### config.mk
export PLATFORM = sky130hd
export DESIGN_NAME = fp64_special_resolver
export DESIGN_NICKNAME = d
export VERILOG_FILES = /design/src/rtl/fpsr_pkg.sv /design/src/rtl/fpsr_classify.sv /design/src/rtl/fpsr_resolve.sv /design/src/rtl/fp64_special_resolver.sv
export SDC_FILE = /design/constraint.sdc
export NUM_CORES = 1
export LEC_CHECK = 0
export BUFFER_PORTS_ARGS = -buffer_cell sky130_fd_sc_hd__buf_2
export CORE_MARGIN = 8
export CORE_UTILIZATION = 45
export CTS_CLUSTER_SIZE = 16
export DETAILED_ROUTE_END_ITERATION = 12
export GPL_TIMING_DRIVEN = 0
export PLACE_DENSITY = 0.87
export SLEW_MARGIN = 0
export SYNTH_ARGS = -nofsm -noshare
export SYNTH_HDL_FRONTEND = slang
export SYNTH_SLANG_ARGS = --single-unit
export TNS_END_PERCENT = 5
### constraint.sdc
create_clock -name clk -period 3.55 [get_ports clk]
set_input_delay 0.71 -clock clk [delete_from_list [all_inputs] [get_ports clk]]
set_output_delay 0.71 -clock clk [all_outputs]
set_load 0.05 [all_outputs]
### src/rtl/fpsr_pkg.sv
package fpsr_pkg;

    localparam int EXP_W  = 11;
    localparam int FRAC_W = 52;
    localparam int DATA_W = 1 + EXP_W + FRAC_W;
    localparam int QBIT   = FRAC_W - 1;
    localparam int OP_W   = 3;
    localparam int N_OPND = 3;

    typedef enum logic [OP_W-1:0] {
        OP_ADD  = 3'd0,
        OP_SUB  = 3'd1,
        OP_MUL  = 3'd2,
        OP_MADD = 3'd3,
        OP_MSUB = 3'd4
    } op_e;

    localparam logic [DATA_W-1:0] DEFAULT_NAN =
        {1'b0, {EXP_W{1'b1}}, 1'b1, {(FRAC_W-1){1'b0}}};

    typedef struct packed {
        logic sign;
        logic is_nan;
        logic is_snan;
        logic is_inf;
        logic is_zero;
    } fclass_t;

    typedef struct packed {
        logic              special;
        logic              invalid;
        logic [DATA_W-1:0] result;
    } verdict_t;

    typedef struct packed {
        logic     valid;
        verdict_t v;
    } state_t;

    function automatic logic [DATA_W-1:0] quieten(input logic [DATA_W-1:0] x);
        logic [DATA_W-1:0] y;
        y       = x;
        y[QBIT] = 1'b1;
        return y;
    endfunction

    function automatic logic [DATA_W-1:0] make_inf(input logic s);
        return {s, {EXP_W{1'b1}}, {FRAC_W{1'b0}}};
    endfunction

endpackage

### src/rtl/fpsr_classify.sv
module fpsr_classify
    import fpsr_pkg::*;
(
    input  logic [DATA_W-1:0] value_i,
    output fclass_t           class_o
);

    logic [EXP_W-1:0]  expo;
    logic [FRAC_W-1:0] frac;
    logic              exp_ones;
    logic              exp_zero;
    logic              frac_nz;

    always_comb begin
        expo     = value_i[DATA_W-2 -: EXP_W];
        frac     = value_i[FRAC_W-1:0];
        exp_ones = &expo;
        exp_zero = ~|expo;
        frac_nz  = |frac;

        class_o.sign    = value_i[DATA_W-1];
        class_o.is_nan  = exp_ones & frac_nz;
        class_o.is_snan = exp_ones & frac_nz & ~frac[QBIT];
        class_o.is_inf  = exp_ones & ~frac_nz;
        class_o.is_zero = exp_zero & ~frac_nz;
    end

endmodule

### src/rtl/fpsr_resolve.sv
module fpsr_resolve
    import fpsr_pkg::*;
(
    input  logic [OP_W-1:0]   op_i,
    input  logic [DATA_W-1:0] a_i,
    input  logic [DATA_W-1:0] b_i,
    input  logic [DATA_W-1:0] c_i,
    input  fclass_t           ca_i,
    input  fclass_t           cb_i,
    input  fclass_t           cc_i,
    output verdict_t          verdict_o
);

    op_e  op;
    logic sb_eff;
    logic prod_bad;
    logic prod_inf;
    logic prod_sign;
    logic any_nan2;
    logic any_nan3;
    logic any_snan2;
    logic any_snan3;

    always_comb begin
        op        = op_e'(op_i);
        sb_eff    = cb_i.sign ^ (op == OP_SUB);
        prod_bad  = (cb_i.is_inf & cc_i.is_zero) | (cb_i.is_zero & cc_i.is_inf);
        prod_inf  = cb_i.is_inf | cc_i.is_inf;
        prod_sign = cb_i.sign ^ cc_i.sign ^ (op == OP_MSUB);
        any_nan2  = ca_i.is_nan | cb_i.is_nan;
        any_nan3  = any_nan2 | cc_i.is_nan;
        any_snan2 = ca_i.is_snan | cb_i.is_snan;
        any_snan3 = any_snan2 | cc_i.is_snan;

        verdict_o = '0;

        case (op)
            OP_ADD, OP_SUB: begin
                if (any_nan2) begin
                    verdict_o.special = 1'b1;
                    verdict_o.invalid = any_snan2;
                    verdict_o.result  = ca_i.is_nan ? quieten(a_i) : quieten(b_i);
                end else if (ca_i.is_inf && cb_i.is_inf && (ca_i.sign != sb_eff)) begin
                    verdict_o.special = 1'b1;
                    verdict_o.invalid = 1'b1;
                    verdict_o.result  = DEFAULT_NAN;
                end else if (ca_i.is_inf) begin
                    verdict_o.special = 1'b1;
                    verdict_o.result  = a_i;
                end else if (cb_i.is_inf) begin
                    verdict_o.special = 1'b1;
                    verdict_o.result  = make_inf(sb_eff);
                end
            end

            OP_MUL: begin
                if (any_nan2) begin
                    verdict_o.special = 1'b1;
                    verdict_o.invalid = any_snan2;
                    verdict_o.result  = ca_i.is_nan ? quieten(a_i) : quieten(b_i);
                end else if ((ca_i.is_inf && cb_i.is_zero) || (ca_i.is_zero && cb_i.is_inf)) begin
                    verdict_o.special = 1'b1;
                    verdict_o.invalid = 1'b1;
                    verdict_o.result  = DEFAULT_NAN;
                end else if (ca_i.is_inf || cb_i.is_inf) begin
                    verdict_o.special = 1'b1;
                    verdict_o.result  = make_inf(ca_i.sign ^ cb_i.sign);
                end
            end

            OP_MADD, OP_MSUB: begin
                if (any_nan3) begin
                    verdict_o.special = 1'b1;
                    verdict_o.invalid = any_snan3 | prod_bad;
                    if (ca_i.is_nan)
                        verdict_o.result = quieten(a_i);
                    else if (cc_i.is_nan)
                        verdict_o.result = quieten(c_i);
                    else
                        verdict_o.result = quieten(b_i);
                end else if (prod_bad) begin
                    verdict_o.special = 1'b1;
                    verdict_o.invalid = 1'b1;
                    verdict_o.result  = DEFAULT_NAN;
                end else if (prod_inf && ca_i.is_inf && (ca_i.sign != prod_sign)) begin
                    verdict_o.special = 1'b1;
                    verdict_o.invalid = 1'b1;
                    verdict_o.result  = DEFAULT_NAN;
                end else if (prod_inf) begin
                    verdict_o.special = 1'b1;
                    verdict_o.result  = make_inf(prod_sign);
                end else if (ca_i.is_inf) begin
                    verdict_o.special = 1'b1;
                    verdict_o.result  = a_i;
                end
            end

            default: verdict_o = '0;
        endcase
    end

endmodule

### src/rtl/fp64_special_resolver.sv
module fp64_special_resolver
    import fpsr_pkg::*;
(
    input  logic              clk,
    input  logic              rst_n,
    input  logic              in_valid,
    input  logic [OP_W-1:0]   in_op,
    input  logic [DATA_W-1:0] op_a,
    input  logic [DATA_W-1:0] op_b,
    input  logic [DATA_W-1:0] op_c,
    output logic              out_valid,
    output logic              out_special,
    output logic [DATA_W-1:0] out_result,
    output logic              out_invalid
);

    logic [DATA_W-1:0] opnd [N_OPND];
    fclass_t           cls  [N_OPND];
    verdict_t          verdict;
    state_t            st_d;
    state_t            st_q;

    always_comb begin
        opnd[0] = op_a;
        opnd[1] = op_b;
        opnd[2] = op_c;
    end

    generate
        for (genvar i = 0; i < N_OPND; i++) begin : g_cls
            fpsr_classify u_cls (
                .value_i (opnd[i]),
                .class_o (cls[i])
            );
        end
    endgenerate

    fpsr_resolve u_res (
        .op_i      (in_op),
        .a_i       (op_a),
        .b_i       (op_b),
        .c_i       (op_c),
        .ca_i      (cls[0]),
        .cb_i      (cls[1]),
        .cc_i      (cls[2]),
        .verdict_o (verdict)
    );

    always_comb begin
        st_d.valid = in_valid;
        st_d.v     = in_valid ? verdict : '0;
    end

    always_ff @(posedge clk) begin
        if (!rst_n)
            st_q <= '0;
        else
            st_q <= st_d;
    end

    assign out_valid   = st_q.valid;
    assign out_special = st_q.v.special;
    assign out_result  = st_q.v.result;
    assign out_invalid = st_q.v.invalid;

endmodule

==> results.py <==
metrics = {
    "run_status": {
        "status": "complete, no violations",
    },
    "placed_design": {
        "hpwl_um": 14300,
        "place_ws_ns": 0.206,
        "io_buffer_count": 263,
        "dpl_cell_area_um2": 5180,
        "gp_congestion": 0.951,
    },
    "floorplan": {
        "chipHeight_um": 107,
        "ios": 265,
        "core_um2": 8130,
        "die_area_um2": 11500,
        "num_rows": 33,
        "die_w_um": 107,
        "initial_utilization": 0.459,
    },
    "clock_network": {
        "numCtsBuffers": 9,
        "cts_buffer_depth": 2,
        "cts.repair.resized": 0,
        "clock-sinks": 67,
        "cts_tree": "done",
        "cts.hold.buffers_added": 0,
        "root_buffer": "clkbuf_8",
        "postCtsSetupBuffers": 0,
        "htreeDepth": 3,
        "clk_pin_slew_ns": 0.08,
    },
    "drt": {
        "dr.pass1.iters": 6,
        "route.detailed.vias_per_inst": 5.98,
        "ant_nets": 0,
        "via_count": 4776,
        "wl_per_cell_um": 21.3,
        "routed_wl_um": 17000,
        "drc": 0,
        "drtIter0Drc": 244,
    },
    "pwr": {
        "power_w": 0.00162,
        "ir_drop_uv": 192,
        "seqPwrFrac": 0.464,
        "clockPowerShare": 0.391,
        "p_int_w": 0.00118,
        "comb_power_share": 0.145,
        "power_density_nw_per_um2": 301,
        "switching_share": 0.271,
        "leakage_nw": 2.27,
        "p_sw_w": 0.000438,
    },
    "synthesis": {
        "synth_edf_count": 0,
        "yosysUniqueCellTypes": 46,
        "synth_common_cells": "dfxtp_1, nor2_1, o21ai_0",
        "synthMostInstantiatedCell": "dfxtp_1",
        "synth_compound_area_frac": 0.332,
        "async_reset_ff_frac": 0,
        "ys_seq_area_frac": 0.359,
        "synthCells": 414,
        "synth_top_family_by_area": "compound AO/OA/AOI/OAI gates",
        "synth_mux_area_frac": 0.00268,
        "yosysWarnings": 0,
        "synth_nets": 612,
        "syn_avg_cell_area_um2": 9.02,
        "ys_seq_elements": 67,
        "synth_top_area_share": 0.359,
        "synth_area_leaders": "dfxtp_1, a221oi_2, nor4_1, o21ai_0, nor2_1",
        "ys.flop_type": "dfxtp_1",
        "synth_area_um2": 3730,
        "yosys.area_share.simple": 0.249,
        "synth_top_area_cell": "dfxtp_1",
        "synthAdderAreaFrac": 0,
        "synth_xor_area_frac": 0.00939,
    },
    "layout": {
        "drive_gt1_frac": 0.496,
        "syn2layout_area_growth_pct": 43.9,
        "nets": 886,
        "diodes": 0,
        "fin_area_um2": 5370,
    },
    "timing": {
        "whs_ns": 0.619,
        "finalCritPeriodShare": 0.848,
        "setup_violations": 0,
        "fmax_mhz": 332,
        "period_needed_ns": 3.01,
        "hold_viol_final": 0,
        "relSlewSlack": 0.500,
        "rsz0062_at_grt": "false",
        "fin_tns_setup_ns": 0,
        "worst_pin_slew_ns": 0.751,
        "final.setup.worst_slack_ns": 0.539,
        "report.final.slew_viol_count": 0,
    },
    "critical_path": {
        "cp_max_fo": 10,
        "slowest_stage": "nor4_4",
        "startpoint": "op_c[5]",
        "path_cells": "buf_2 -> nor4_1 -> nand4_1 -> nor4_4 -> nand2b_1 -> nor2b_1 -> clkbuf_2 -> clkbuf_1 -> a221oi_2 -> nor2_1",
        "crit_type": "primary input to flop",
        "setup.worst_path.end": "out_result[47]",
        "arrival_ns": 3.23,
        "required_ns": 3.77,
        "worstSetupStartpointType": "primary input",
        "end_kind": "flop",
        "max_stage_delay_ns": 0.51,
    },
    "flow_run": {
        "cap_violations": 0,
    },
    "grt": {
        "grt_pass1_wl_um": 25800,
        "grt_usage": 0.284,
        "grt_overflow": 0,
        "grt_max_degree": 13,
        "antenna_found_initial": 0,
        "grt_pass1_vias": 5013,
    },
    "min_path": {
        "hp-class": "primary input to flop",
    },
}
## worst min path at each step
stage	startpoint	slack, ns	depth (start not counted)	to
finish	op_a[17]	0.62	3	out_result[17]
detailed placement	op_b[40]	0.98	3	out_result[40]
floorplan	op_b[0]	0.86	2	out_result[0]
CTS	op_a[17]	0.61	3	out_result[17]
global route	op_b[18]	0.62	3	out_result[18]
global placement	op_b[18]	0.98	3	out_result[18]
## per-layer routing
metal / global-route usage / vias to the layer above / part of all wire
met2: 0.501 / 317 / 0.49
met1: 0.299 / 2184 / 0.36
met5: 0 / - / 0
met4: 0.133 / 0 / 0.039
met3: 0.0912 / 64 / 0.10
li1: - / 2211 / -
## power groups by stage
stage,registers [W],clock network (W),logic [W]
final,0.000752,0.000633,0.000234
after global routing,0.000752,0.000674,0.000252
after CTS,0.000752,0.000640,0.000230
after detailed placement,0.000769,0,0.000229
after global placement,0.000769,0,0.000222
after floorplan,0.000772,0,0.0000516
## stage by stage
stage / utilization / cells
after global routing: 0.661 / 798
after detailed placement: 0.637 / 782
after global placement: 0.637 / 782
after floorplan: - / 414
final: 0.661 / 798
after CTS: 0.661 / 798
## cell type report
cell class	count	area, µm²
timing repair buffer	263	1320
tap	105	131
fill	711	2760
inverter	5	18.8
sequential	67	1340
buffer	32	160
clock inverter	6	65.1
multi-input combinational	310	2210
clock buffer	10	128
## cell usage in the layout (no fill, tap or decap), drive strengths merged, types with 3 or more instances in the layout
cell type    n
a211oi       3
a21oi        4
a221oi      51
buf        277
clkbuf      28
clkinv       3
dfxtp       67
inv          6
nand2        7
nand3       13
nand4       13
nor2        57
nor3        22
nor4        49
o211ai       3
o21ai       53
or3          5
## logic make-up (layout without fill, tap and decap cells)
group                     count (synthesis)  count (layout)
and+or+nand+nor                         175             175
AOI/OAI and AO/OA                       130             130
DFF                                      67              67
buffers and inverters                    37             316
xor gates and xnor gates                  4               4
muxes                                     1               1
## worst max-delay path, delay by kind of cell
kind / cells / cell delay [ns]
AND/OR/NAND/NOR: 6 / 1.53
AO/OA/AOI/OAI: 1 / 0.36
buffers and inverters: 3 / 0.63
## flip-flops by register name (all words and copies together) (netlist names)
name / flops
out_result: 64
out_special: 1
out_valid: 1
out_invalid: 1
Note: power is estimated with default switching activity, not from simulation.
